**config.mk**
```make
export PLATFORM = sky130hd
export DESIGN_NAME = bulkin_tx_ep
export DESIGN_NICKNAME = d
export VERILOG_FILES = /design/src/rtl/bulkin_pkg.sv /design/src/rtl/bulkin_fifo.sv /design/src/rtl/bulkin_regs.sv /design/src/rtl/bulkin_txfsm.sv /design/src/rtl/bulkin_tx_ep.sv
export SDC_FILE = /design/constraint.sdc
export NUM_CORES = 1
export LEC_CHECK = 0
export ABC_AREA = 1
export ABC_CLOCK_PERIOD_IN_PS = 2810
export BUFFER_PORTS_ARGS = -buffer_cell sky130_fd_sc_hd__buf_2
export CAP_MARGIN = 0
export CORE_MARGIN = 5
export CORE_UTILIZATION = 46
export DETAILED_ROUTE_END_ITERATION = 6
export GPL_TIMING_DRIVEN = 0
export PLACE_DENSITY = 0.68
export SLEW_MARGIN = 30
export SYNTH_ARGS = -nofsm -noshare
export SYNTH_HDL_FRONTEND = slang
export SYNTH_SLANG_ARGS = --single-unit
```
**constraint.sdc**
```tcl
create_clock -name clk -period 2.81 [get_ports clk]
set_clock_uncertainty 0.15 [all_clocks]
set_input_delay 0.281 -clock clk [delete_from_list [all_inputs] [get_ports clk]]
set_output_delay 0.281 -clock clk [all_outputs]
set_load 0.02 [all_outputs]
```
**src/rtl/bulkin_pkg.sv**
```systemverilog
package bulkin_pkg;
   typedef enum logic [1:0] {
      RA_DATA = 2'd0,
      RA_STAT = 2'd1,
      RA_MAXP = 2'd2,
      RA_CTRL = 2'd3
   } reg_addr_e;

   // status register bit positions
   localparam int ST_DONE = 0;
   localparam int ST_SVC  = 1;
   localparam int ST_URUN = 2;
   localparam int ST_PERR = 3;
   localparam int ST_OVF  = 4;

   // control register bit positions
   localparam int CT_IRQEN = 0;
   localparam int CT_SHORT = 1;

   typedef enum logic {
      TX_IDLE = 1'b0,
      TX_SEND = 1'b1
   } tx_state_e;
endpackage

```
**src/rtl/bulkin_fifo.sv**
```systemverilog
module bulkin_fifo #(
   parameter int DW    = 8,
   parameter int DEPTH = 16,
   localparam int AW    = $clog2(DEPTH),
   localparam int CNT_W = $clog2(DEPTH + 1)
) (
   input  logic             clk,
   input  logic             rst_n,
   input  logic             push,
   input  logic [DW-1:0]    din,
   input  logic             pop,
   output logic [DW-1:0]    dout,
   output logic [CNT_W-1:0] count,
   output logic             full,
   output logic             empty
);
   logic [DW-1:0] mem [DEPTH];
   logic [AW-1:0] wp, rp;
   logic push_ok, pop_ok;

   assign full    = (count == CNT_W'(DEPTH));
   assign empty   = (count == '0);
   assign push_ok = push && !full;
   assign pop_ok  = pop && !empty;
   assign dout    = mem[rp];

   always_ff @(posedge clk) begin
      if (push_ok) mem[wp] <= din;
   end

   always_ff @(posedge clk or negedge rst_n) begin
      if (!rst_n) begin
         wp    <= '0;
         rp    <= '0;
         count <= '0;
      end else begin
         if (push_ok) wp <= wp + AW'(1);
         if (pop_ok)  rp <= rp + AW'(1);
         case ({push_ok, pop_ok})
            2'b10:   count <= count + CNT_W'(1);
            2'b01:   count <= count - CNT_W'(1);
            default: count <= count;
         endcase
      end
   end
endmodule

```
**src/rtl/bulkin_regs.sv**
```systemverilog
module bulkin_regs
   import bulkin_pkg::*;
#(
   parameter int DW        = 8,
   parameter int MPS_W     = 4,
   parameter int CNT_W     = 5,
   parameter int SVC_LEVEL = 8
) (
   input  logic             clk,
   input  logic             rst_n,
   input  logic             wr,
   input  logic [1:0]       addr,
   input  logic [DW-1:0]    wdata,
   input  logic [CNT_W-1:0] count,
   input  logic             fifo_full,
   input  logic             set_done,
   input  logic             set_urun,
   output logic [DW-1:0]    rdata,
   output logic             push,
   output logic             done,
   output logic             urun,
   output logic             perr,
   output logic             ovf,
   output logic             auto_short,
   output logic [MPS_W-1:0] mps,
   output logic             irq
);
   reg_addr_e ra;
   logic      irq_en, svc, wr_stat, wr_data;

   assign ra      = reg_addr_e'(addr);
   assign wr_stat = wr && (ra == RA_STAT);
   assign wr_data = wr && (ra == RA_DATA);
   assign push    = wr_data && !fifo_full;
   assign svc     = (int'(count) <= SVC_LEVEL);
   assign irq     = done && irq_en;

   always_ff @(posedge clk or negedge rst_n) begin
      if (!rst_n) begin
         done       <= 1'b0;
         urun       <= 1'b0;
         perr       <= 1'b0;
         ovf        <= 1'b0;
         irq_en     <= 1'b0;
         auto_short <= 1'b0;
         mps        <= '1;
      end else begin
         // a set event wins over a same-cycle clear
         done <= set_done || set_urun || (done && !(wr_stat && wdata[ST_DONE]));
         urun <= set_urun || (urun && !(wr_stat && wdata[ST_URUN]));
         perr <= set_urun || (perr && !(wr_stat && wdata[ST_PERR]));
         ovf  <= (wr_data && fifo_full) || (ovf && !(wr_stat && wdata[ST_OVF]));
         if (wr && ra == RA_MAXP) mps <= wdata[MPS_W-1:0];
         if (wr && ra == RA_CTRL) begin
            irq_en     <= wdata[CT_IRQEN];
            auto_short <= wdata[CT_SHORT];
         end
      end
   end

   always_comb begin
      rdata = '0;
      case (ra)
         RA_DATA: rdata[CNT_W-1:0] = count;
         RA_STAT: begin
            rdata[ST_DONE] = done;
            rdata[ST_SVC]  = svc;
            rdata[ST_URUN] = urun;
            rdata[ST_PERR] = perr;
            rdata[ST_OVF]  = ovf;
         end
         RA_MAXP: rdata[MPS_W-1:0] = mps;
         RA_CTRL: begin
            rdata[CT_IRQEN] = irq_en;
            rdata[CT_SHORT] = auto_short;
         end
         default: rdata = '0;
      endcase
   end
endmodule

```
**src/rtl/bulkin_txfsm.sv**
```systemverilog
module bulkin_txfsm
   import bulkin_pkg::*;
#(
   parameter int DW    = 8,
   parameter int MPS_W = 4,
   parameter int CNT_W = 5,
   localparam int LEN_W = MPS_W + 1
) (
   input  logic             clk,
   input  logic             rst_n,
   input  logic             in_tok,
   input  logic [CNT_W-1:0] count,
   input  logic             fifo_empty,
   input  logic [DW-1:0]    fifo_dout,
   input  logic [MPS_W-1:0] mps,
   input  logic             auto_short,
   input  logic             blocked,
   input  logic             tx_ready,
   output logic             pop,
   output logic             tx_valid,
   output logic [DW-1:0]    tx_data,
   output logic             tx_last,
   output logic             tx_err,
   output logic             resp_nak,
   output logic             set_done,
   output logic             set_urun
);
   tx_state_e  state;
   logic [LEN_W-1:0] remain, full_len, len_sel;
   logic             start, is_idle, is_send, fits_short;

   assign is_idle    = (state == TX_IDLE);
   assign is_send    = (state == TX_SEND);
   assign full_len   = {1'b0, mps} + LEN_W'(1);
   assign fits_short = auto_short && (int'(count) < int'(full_len));
   assign len_sel    = fits_short ? LEN_W'(count) : full_len;

   assign start    = is_idle && in_tok && !blocked && !fifo_empty;
   assign resp_nak = is_idle && in_tok && (blocked || fifo_empty);
   assign tx_valid = is_send && !fifo_empty;
   assign tx_data  = fifo_dout;
   assign tx_last  = tx_valid && (remain == LEN_W'(1));
   assign tx_err   = is_send && fifo_empty;
   assign pop      = tx_valid && tx_ready;
   assign set_done = pop && (remain == LEN_W'(1));
   assign set_urun = tx_err;

   always_ff @(posedge clk or negedge rst_n) begin
      if (!rst_n) begin
         state  <= TX_IDLE;
         remain <= '0;
      end else begin
         case (state)
            TX_IDLE: if (start) begin
               state  <= TX_SEND;
               remain <= len_sel;
            end
            TX_SEND: begin
               if (tx_err) begin
                  state <= TX_IDLE;
               end else if (pop) begin
                  remain <= remain - LEN_W'(1);
                  if (remain == LEN_W'(1)) state <= TX_IDLE;
               end
            end
            default: state <= TX_IDLE;
         endcase
      end
   end
endmodule

```
**src/rtl/bulkin_tx_ep.sv**
```systemverilog
module bulkin_tx_ep #(
   parameter int DATA_W     = 8,
   parameter int FIFO_DEPTH = 16,
   parameter int MPS_W      = 4,
   parameter int SVC_LEVEL  = 8,
   localparam int CNT_W     = $clog2(FIFO_DEPTH + 1)
) (
   input  logic              clk,
   input  logic              rst_n,
   input  logic              reg_wr,
   input  logic [1:0]        reg_addr,
   input  logic [DATA_W-1:0] reg_wdata,
   output logic [DATA_W-1:0] reg_rdata,
   input  logic              in_tok,
   output logic              resp_nak,
   output logic              tx_valid,
   input  logic              tx_ready,
   output logic [DATA_W-1:0] tx_data,
   output logic              tx_last,
   output logic              tx_err,
   output logic              ep_irq
);
   generate
      if (FIFO_DEPTH < 2 || (FIFO_DEPTH & (FIFO_DEPTH - 1)) != 0) begin : g_bad_depth
         initial $error("FIFO_DEPTH must be a power of two of at least 2");
      end
      if (DATA_W < 5 || DATA_W < CNT_W || DATA_W < MPS_W) begin : g_bad_width
         initial $error("DATA_W too narrow for status, level or max-packet fields");
      end
      if (SVC_LEVEL >= FIFO_DEPTH) begin : g_bad_svc
         initial $error("SVC_LEVEL must be below FIFO_DEPTH");
      end
   endgenerate

   logic [CNT_W-1:0]  fifo_cnt;
   logic              fifo_full, fifo_empty, push, pop;
   logic [DATA_W-1:0] fifo_dout;
   logic              done_q, urun_q, perr_q, ovf_q, auto_short;
   logic [MPS_W-1:0]  mps;
   logic              set_done, set_urun;

   bulkin_fifo #(.DW(DATA_W), .DEPTH(FIFO_DEPTH)) u_fifo (
      .clk(clk), .rst_n(rst_n), .push(push), .din(reg_wdata), .pop(pop),
      .dout(fifo_dout), .count(fifo_cnt), .full(fifo_full), .empty(fifo_empty)
   );

   bulkin_regs #(.DW(DATA_W), .MPS_W(MPS_W), .CNT_W(CNT_W), .SVC_LEVEL(SVC_LEVEL)) u_regs (
      .clk(clk), .rst_n(rst_n), .wr(reg_wr), .addr(reg_addr), .wdata(reg_wdata),
      .count(fifo_cnt), .fifo_full(fifo_full), .set_done(set_done), .set_urun(set_urun),
      .rdata(reg_rdata), .push(push), .done(done_q), .urun(urun_q), .perr(perr_q),
      .ovf(ovf_q), .auto_short(auto_short), .mps(mps), .irq(ep_irq)
   );

   bulkin_txfsm #(.DW(DATA_W), .MPS_W(MPS_W), .CNT_W(CNT_W)) u_fsm (
      .clk(clk), .rst_n(rst_n), .in_tok(in_tok), .count(fifo_cnt),
      .fifo_empty(fifo_empty), .fifo_dout(fifo_dout), .mps(mps),
      .auto_short(auto_short), .blocked(done_q || urun_q || perr_q),
      .tx_ready(tx_ready), .pop(pop), .tx_valid(tx_valid), .tx_data(tx_data),
      .tx_last(tx_last), .tx_err(tx_err), .resp_nak(resp_nak),
      .set_done(set_done), .set_urun(set_urun)
   );
endmodule

```
# Yosys cells after proc, flatten, opt, wreduce, memory -nomap -nowiden
# Memories as Yosys holds them, arrays and structs flattened.
# Cells that the tools add are included.
dict set report classes {
  add_sub_neg 6
  n_lt_le_gt_ge 2
  eq_ne 10
  mux 16
  bitwise_logic 1
  n_reduce_logical 46
}
# cell count
set ops {}
lappend ops {{$logic_and A1 B1 Y1} 27}
lappend ops {{$mux W5} 4}
lappend ops {{$pmux W5 S2} 2}
lappend ops {{$sub A5 B1 Y5 const B} 2}
lappend ops {{$add A4 B1 Y4 const B} 2}
lappend ops {{$logic_or A1 B1 Y1} 8}
lappend ops {{$pmux W2 S4} 1}
lappend ops {{$logic_not A1 Y1} 7}
lappend ops {{$eq A2 B2 Y1 const B} 3}
lappend ops {{$mux W1} 6}
lappend ops {{$pmux W2 S3} 1}
lappend ops {{$add A4 B1 Y5 const B} 1}
lappend ops {{$add A5 B1 Y5 const B} 1}
lappend ops {{$eq A5 B1 Y1 const B} 1}
lappend ops {{$eq A5 B5 Y1 const B} 1}
lappend ops {{$le A5 B4 Y1 const B} 1}
lappend ops {{$logic_not A5 Y1} 1}
lappend ops {{$lt A5 B5 Y1} 1}
lappend ops {{$eq A2 B1 Y1 const B} 2}
lappend ops {{$ne A2 B2 Y1 const B} 2}
lappend ops {{$pmux W1 S2} 2}
lappend ops {{$reduce_and A3 Y1} 1}
lappend ops {{$logic_not A2 Y1} 1}
lappend ops {{$ne A2 B1 Y1 const B} 1}
lappend ops {{other kinds (2)} 2}
dict set report word_totals {
  register_bits 29
  ram_bits 128
  in_bits 15
  output_inout_bits 21
  wordCells 94
  mem_count 1
}
# name words width read_ports rd_clocked_by_memory_dff write_ports line_no
set mem_list {}
lappend mem_list {u_fifo.mem 16 8 1 0 1 bulkin_fifo.sv:17} ;# logic [DW-1:0] mem [DEPTH];

# Logic depth before layout (Yosys ltp)
# Gate-level depths: netlist of the first run.
dict set report depth {
  word_depth 7
  depth_mapped 16
  mapped_depth_nobuf 15
}

# Cells and area by module
# From an unflattened synthesis of the first run, not the netlist that was laid out.
dict set report unflattened {
  cells_unflattened 818
  area_unflattened_um2 7598.5
}
# module n_inst cells_per_inst area_each_um2 seq_area_each_um2
set modules_own_cells {}
lappend modules_own_cells {bulkin_fifo 1 621 6231.0 4169.0}
lappend modules_own_cells {bulkin_txfsm 1 110 745.7 150.1}
lappend modules_own_cells {bulkin_regs 1 84 610.6 255.2}
lappend modules_own_cells {bulkin_tx_ep 1 3 11.3 0.0}

# Worst setup path after synthesis of the first run
# Ideal clock, no wire load.
dict set report synth_path {
  path_type {register -> register}
  start {reg u_fifo.count[1]}
  end {reg u_fifo.count[4]}
  setup_time_ns 0.117
  t_arrival_ns 1.958
  required_ns 2.543
  slack_ns 0.586
  stages_incl_launch_ff 17
  path_buffers 1
  period_less_slack_ns 2.224
  path_cell_list {dfrtp_1 -> buf_6 -> nor2_2 -> nand3_4 -> nand3_4 -> inv_4 -> ha_1 -> xor2_1 -> ha_1 -> inv_1 -> nand2_1 -> nand3_1 -> nand2_1 -> nand2_1 -> nand2_1 -> nand2_1 -> nand2_1}
}
dict set report synth_via {
  elab_chain_cells 7
  word_cells_on_any_way 15
  cone_classes {add/sub: 2; eq/ne: 3; mux: 1; reduce/logical: 9}
}
# item line_no
set synth_lines {}
lappend synth_lines {{start, declared} bulkin_fifo.sv:13} ;# output logic [CNT_W-1:0] count,
lappend synth_lines {{start signal, assigned} bulkin_fifo.sv:40} ;# 2'b10: count <= count + CNT_W'(1);
lappend synth_lines {{start signal, assigned} bulkin_fifo.sv:41} ;# 2'b01: count <= count - CNT_W'(1);
lappend synth_lines {{start signal, assigned} bulkin_fifo.sv:42} ;# default: count <= count;
lappend synth_lines {{$logic_not A5 Y1 *} bulkin_fifo.sv:22} ;# assign empty = (count == '0);
lappend synth_lines {{$logic_not A1 Y1 *} {bulkin_fifo.sv:24, bulkin_txfsm.sv:40}}
lappend synth_lines {{$logic_and A1 B1 Y1} bulkin_txfsm.sv:40} ;# assign tx_valid = is_send && !fifo_empty;
lappend synth_lines {{$logic_and A1 B1 Y1} bulkin_txfsm.sv:44} ;# assign pop = tx_valid && tx_ready;
lappend synth_lines {{$logic_and A1 B1 Y1 *} bulkin_fifo.sv:24} ;# assign pop_ok = pop && !empty;
lappend synth_lines {{named net u_fifo.pop_ok} bulkin_fifo.sv:19} ;# logic push_ok, pop_ok;
lappend synth_lines {{$eq A2 B1 Y1 or $eq A2 B2 Y1 (tied branches)} bulkin_fifo.sv:39} ;# case ({push_ok, pop_ok})
lappend synth_lines {{$pmux W5 S2 or $reduce_bool A2 Y1 (tied branches)} --}
# Mark *: on every way through the listed nets, which the timed path passes. The rest lies on a longest branch.
# A chain may end at the register's enable or synchronous reset.

# Final worst setup path of the first run
dict set report layout_path {
  start {reg u_fifo.rp[0]}
  end {out tx_data[2]}
}
dict set report layout_via {
  elab_chain_cells 1
}
# item line_no
set layout_lines {}
lappend layout_lines {{start, declared} bulkin_fifo.sv:18} ;# logic [AW-1:0] wp, rp;
lappend layout_lines {{start signal, assigned} bulkin_fifo.sv:38} ;# if (pop_ok) rp <= rp + AW'(1);
lappend layout_lines {{$mem_v2 Z16 W8} --}
lappend layout_lines {{end, declared} bulkin_tx_ep.sv:18} ;# output logic [DATA_W-1:0] tx_data,
# No other way between the ends.

==> results.py, run 1 <==
metrics = {
    "timing": {
        "worst_slew_margin_rel": 0.4807,
        "worst_slew_pin_slew_ps": 776.2,
        "setup_viol": 0,
        "fin_crit_ps": 2660,
        "grt_setup_unrepaired": "false",
        "min_period_over_period": 0.9465,
        "hold_viol_final": 0,
        "holdWs_ps": 55.71,
        "setup-tns-final_ps": 0,
        "timing.fmax_mhz": 376.0,
        "maxSlewViolCount": 0,
    },
    "yosys": {
        "yosysUniqueCellTypes": 41,
        "synthCells": 662,
        "register_area_share_after_synthesis": 0.6323,
        "synth_async_sr_flop_share": 0.1847,
        "postSynthAreaPerCell_um2": 10.93,
        "synth-main-ff-cell": "edfxtp_1",
        "synthesis.area_um2": 7234,
        "yosysWarnings": 0,
        "synth_edf_count": 128,
        "ys_seq_elements": 157,
    },
    "clock_tree": {
        "clk_transition_reported_paths_ps": 60,
        "clk-insertion-delay-late_ps": 420,
        "clk_path_buf_depth": 2,
        "clkSinkCount": 157,
        "tritoncts_clock_tree": "yes",
        "cts-buffers-inserted": 17,
        "ctsHtreeMaxLevel": 4,
        "cts_hold_buffers": 1,
        "clock_tree.root_cell": "clkbuf_16",
        "post_cts.repair.setup_buffers": 0,
        "cts_repair_resize_count": 0,
    },
    "pwr": {
        "total_power_mw": 8.319,
        "peakVddDrop_mv": 0.5430,
        "standby_leakage_power_nw": 3.223,
        "total_power_density_per_cell_area_nw_per_um2": 1009,
    },
    "floorplan": {
        "fp.dieArea_um2": 18330,
        "io_pins": 36,
        "core_area_um2": 15310,
        "dieWidth_um": 135.4,
        "dieHeight_um": 135.4,
        "rows": 45,
        "start_util": 0.4724,
    },
    "layout": {
        "fillCellCount": 1323,
        "antenna_cells": 0,
        "area_growth_syn_to_layout_pct": 14.01,
        "mostFrequentLayoutCell": "nand2_1",
        "final-instance-count-excl-fill": 940,
        "design_area_um2": 8248,
        "nNetsFinal": 746,
        "mostFrequentLayoutCells": "153 x nand2_1, 128 x edfxtp_1, 60 x nor2_1, 44 x buf_2, 43 x nand3_1",
        "ratio_of_cells_with_drive_above_1_in_the_final_layout": 0.1687,
    },
    "placed_design": {
        "place_congestion": 0.8815,
        "port_buffers": 32,
        "place_inst": 907,
        "place_hpwl_mm": 11.42,
        "placedInstanceArea_um2": 7666,
    },
    "min_path": {
        "min-delay-path-class": "in2reg",
    },
    "global_routing": {
        "globalRouteOverflowTotal": 0,
        "largest_net_degree_at_the_start_of_global_routing": 30,
        "first_pass_grt_wire_length_mm": 26.62,
        "antenna_found_initial": 0,
        "grt_use_total": 0.1901,
        "grt_pass1_vias": 4981,
    },
    "outcome": {
        "run_status": "complete, no violations",
    },
    "routing": {
        "wl_mm": 16.68,
        "route.vias.total": 5013,
        "vias_per_cell": 5.333,
        "post_drt_wl_per_cell_um": 17.74,
        "ant_nets": 0,
        "detail_route.iter0.violations": 365,
        "remaining_design_rule_violation_count": 0,
        "number_of_optimization_iterations_in_the_first_detailed_route_pass": 5,
    },
    "flow_run": {
        "max-cap-violations": 0,
    },
    "setup_path": {
        "cp-start-kind": "register",
        "crit_type": "reg2out",
        "cp_data_required_time_ps": 2380,
        "worst-endpoint-arrival_ps": 2230,
        "worstSetupEndpointType": "primary output",
        "path_max_fanout": 10,
    },
}
==> synthesized netlist by cell type (5+ instances only) <==
| library cell | number | area share |
|---|---|---|
| nand2_1 | 153 | 0.079 |
| edfxtp_1 | 128 | 0.53 |
| nor2_1 | 60 | 0.031 |
| nand3_1 | 43 | 0.030 |
| inv_1 | 42 | 0.022 |
| o21ai_0 | 34 | 0.024 |
| o211ai_1 | 26 | 0.027 |
| dfrtp_1 | 25 | 0.086 |
| ha_1 | 15 | 0.026 |
| nand4_1 | 14 | 0.012 |
| buf_2 | 12 | 0.0083 |
| a21oi_1 | 11 | 0.0076 |
| buf_4 | 9 | 0.0093 |
| inv_2 | 9 | 0.0047 |
| nand3b_1 | 9 | 0.0093 |
| o21ai_1 | 9 | 0.0062 |
| xor2_1 | 9 | 0.011 |
| a31o_1 | 7 | 0.0085 |
| nor2_2 | 5 | 0.0043 |
==> per-layer routing <==
layer | track usage | vias up | wire [µm]
met4 | 0.05991 | 0 | 361
met3 | 0.03975 | 24 | 885
met5 | 0 | - | 0
met1 | 0.2445 | 2434 | 7001
li1 | - | 2396 | -
met2 | 0.3236 | 159 | 8430
==> worst max-delay path, stage by stage, from the launching register on <==
cell and delay, ps:
dfrtp_1 360, buf_6 150, clkbuf_1 440, o21ai_0 200, o211ai_1 160, nand3b_1 210, nand2_1 110, buf_2 160
==> area by class of cell <==
cell class	count	area, µm²	share of cell area
clock inverters	14	142.6	0.01729
repair buffers	33	170.2	0.02063
flip-flops and latches	157	4574	0.5546
inverters	54	210.2	0.02549
multi-input cells	425	2281	0.2765
well taps	211	264.0	0.03201
clock buffers	18	429.2	0.05203
plain buffers	28	176.4	0.02139
==> cells by family (layout without fill, tap and decap cells) <==
group                    after synthesis  after routing  synth area share
AND/OR/NAND/NOR                      301            301            0.1918
flip-flops                           157            157            0.6323
AO/OA/AOI/OAI                         93             93           0.07921
buffers and inverters                 82            147           0.05344
adder cells (fa/ha/maj)               15             15           0.02594
XOR/XNOR                              13             13           0.01678
other                                  1              3         0.0005184
==> power by group <==
group	switching (mW)	internal, mW	leakage [nW]
sequential	0.199	2.75	1.49
clock	0.916	1.31	0.268
combinational	2.10	1.05	1.46
==> worst paths after layout <==
kind                            startpoint         endpoint  slack, ps  cells after the start
max in group asynchronous            rst_n     u_fifo.rp[0]       1750                      2
setup / recovery              u_fifo.rp[0]       tx_data[2]        150                      7
hold reg to reg                 u_regs.ovf       u_regs.ovf        340                      2
hold / removal                      reg_wr       u_regs.ovf         60                      4
setup reg to reg           u_fifo.count[1]  u_fifo.count[4]        270                     16
min in group asynchronous            rst_n      u_regs.done        290                      2
==> metrics by stage <==
step	setup slack [ps]	util
2_1_floorplan	585.7	-
3_3_place_gp	345.6	0.5006
3_5_place_dp	303.0	0.5006
4_1_cts	133.1	0.5386
5_1_grt	21.28	0.5386
6_report	150.4	0.5386
==> state kept, by name (all words and copies together) (netlist names) <==
name and cells:
u_regs.irq_en 1, u_fifo.mem 128, u_fsm.remain 5, u_regs.done 1, u_fifo.rp 4, u_fsm.is_send 1
u_regs.perr 1, u_regs.auto_short 1, u_regs.mps 4, u_regs.urun 1, u_fifo.count 5, u_fifo.wp 4
u_regs.ovf 1
Note: power is estimated with default switching activity, not from simulation.
==> run 2, diff against run 1 <==
Settings changed: PLACE_DENSITY 0.68 to 0.67.
==> results.py, run 2 (synthesis gave the netlist of run 1 again) <==
metrics = {
    "layout": {
        "final-instance-count-excl-fill": 940,
        "mostFrequentLayoutCells": "153 x nand2_1, 128 x edfxtp_1, 60 x nor2_1, 44 x buf_2, 43 x nand3_1",
        "fillCellCount": 1329,
        "antenna_cells": 0,
        "area_growth_syn_to_layout_pct": 14.35,
        "mostFrequentLayoutCell": "nand2_1",
        "ratio_of_cells_with_drive_above_1_in_the_final_layout": 0.1701,
        "layout_top_registers": "u_fifo.mem (128), u_fifo.count (5), u_fsm.remain (5)",
        "nNetsFinal": 746,
        "regMostFlops": "u_fifo.mem",
        "post-route-util": 0.5402,
        "max_ffs_per_register": 128,
    },
    "timing": {
        "hold_viol_final": 0,
        "fin_crit_ps": 2651,
        "worst_slew_margin_rel": 0.3894,
        "setup_viol": 0,
        "setup-tns-final_ps": 0,
        "timing.fmax_mhz": 377.2,
        "min_period_over_period": 0.9435,
        "holdWs_ps": 64.57,
        "grt_setup_unrepaired": "false",
        "maxSlewViolCount": 0,
        "worst_slew_pin_slew_ps": 912.5,
    },
    "floorplan": {
        "core_area_um2": 15310,
        "dieHeight_um": 135.4,
        "dieWidth_um": 135.4,
        "fp.dieArea_um2": 18330,
        "rows": 45,
        "io_pins": 36,
        "start_util": 0.4724,
    },
    "clock_tree": {
        "post_cts.repair.setup_buffers": 0,
        "cts-buffers-inserted": 17,
        "clkSinkCount": 157,
        "clk_path_buf_depth": 2,
        "clk_transition_reported_paths_ps": 60,
        "ctsHtreeMaxLevel": 4,
        "clock_tree.root_cell": "clkbuf_16",
        "cts_repair_resize_count": 0,
        "cts_hold_buffers": 1,
        "tritoncts_clock_tree": "yes",
        "clk-insertion-delay-late_ps": 420,
    },
    "routing": {
        "vias_per_cell": 5.348,
        "post_drt_wl_per_cell_um": 18.44,
        "ant_nets": 0,
        "route.vias.total": 5027,
        "detail_route.iter0.violations": 495,
        "remaining_design_rule_violation_count": 0,
        "number_of_optimization_iterations_in_the_first_detailed_route_pass": 5,
        "wl_mm": 17.33,
    },
    "setup_path": {
        "origin_of_the_critical_flop_to_flop_path": "u_fifo.count[1]",
        "path_max_fanout": 10,
        "worst_setup_path_startpoint": "u_fifo.rp[2]",
        "cp_data_required_time_ps": 2380,
        "crit_type": "reg2out",
        "worstSetupEndpointType": "primary output",
        "ff2ff_path_depth": 16,
        "reg2reg_slack_ps": 320,
        "setup.worst_path.end": "tx_data[3]",
        "crit-reg2reg-capture": "u_fifo.count[4]",
        "cp-start-kind": "register",
        "worst-endpoint-arrival_ps": 2220,
    },
    "placed_design": {
        "place_hpwl_mm": 11.74,
        "place_congestion": 0.9051,
        "port_buffers": 32,
        "place_inst": 907,
    },
    "global_routing": {
        "grt_pass1_vias": 4955,
        "globalRouteOverflowTotal": 0,
        "first_pass_grt_wire_length_mm": 27.15,
        "largest_net_degree_at_the_start_of_global_routing": 30,
        "antenna_found_initial": 0,
        "grt_use_total": 0.1966,
    },
    "pwr": {
        "standby_leakage_power_nw": 3.243,
        "peakVddDrop_mv": 0.4910,
        "total_power_density_per_cell_area_nw_per_um2": 1023,
    },
    "min_path": {
        "hold_start": "reg_wr",
        "min-delay-path-class": "in2reg",
    },
    "flow_run": {
        "max-cap-violations": 0,
    },
    "outcome": {
        "run_status": "complete, no violations",
    },
}
run 2: cell count changes in the layout (fill, tap and decap cells not counted), sizes merged:
cell      change
clkinv        +3
inv           -1
bufinv        +1
clkbuf        -1
clkinvlp      -2
run 2: worst max-delay path: stages (launching register included):
cell	delay, ps
dfrtp_1	420
inv_1	210
buf_1	440
o211ai_1	350
nand4_1	160
nand2_1	50
buf_2	150
run 2: worst min path at each step:
| stage | to | depth (start not counted) | slack (ps) |
|---|---|---|---|
| 6_report | u_regs.ovf | 4 | 60 |
| 2_1_floorplan | u_fifo.count[0] | 0 | -160 |
| 3_3_place_gp | u_regs.urun | 1 | 200 |
| 3_5_place_dp | u_regs.done | 1 | 210 |
| 4_1_cts | u_regs.ovf | 4 | 50 |
| 5_1_grt | u_regs.ovf | 4 | 70 |
run 2: layout make-up:
type | count | area (µm²) | area share
flip-flops and latches | 157 | 4574 | 0.5529
multi-input cells | 425 | 2281 | 0.2757
clock buffers | 17 | 425.4 | 0.05142
well taps | 211 | 264.0 | 0.03191
inverters | 54 | 210.2 | 0.02541
plain buffers | 28 | 176.4 | 0.02132
clock inverters | 15 | 171.4 | 0.02072
repair buffers | 33 | 170.2 | 0.02057
run 2: per-layer routing:
| layer | up-vias | track usage | wire, µm |
|---|---|---|---|
| met4 | 0 | 0.06327 | 263 |
| met1 | 2433 | 0.2648 | 7411 |
| li1 | 2395 | - | - |
| met2 | 179 | 0.3208 | 8449 |
| met5 | - | 0 | 0 |
| met3 | 20 | 0.04049 | 1210 |
run 2: power breakdown:
group / internal, mW / total, mW / switching (mW) / leakage (nW)
clock: 1.39 / 2.31 / 0.921 / 0.288
combinational: 1.05 / 3.19 / 2.14 / 1.46
sequential: 2.75 / 2.95 / 0.207 / 1.49
total: 5.19 / 8.46 / 3.27 / 3.24
run 2: through the flow:
stage	power, mW	worst slack, ps	instance area [µm²]
after CTS	8.474	166.9	8273
final	8.463	158.7	8273
after detailed placement	6.158	322.9	7666
after floorplan	5.163	585.7	7242
after global placement	6.074	368.6	7666
after global routing	8.944	16.86	8273
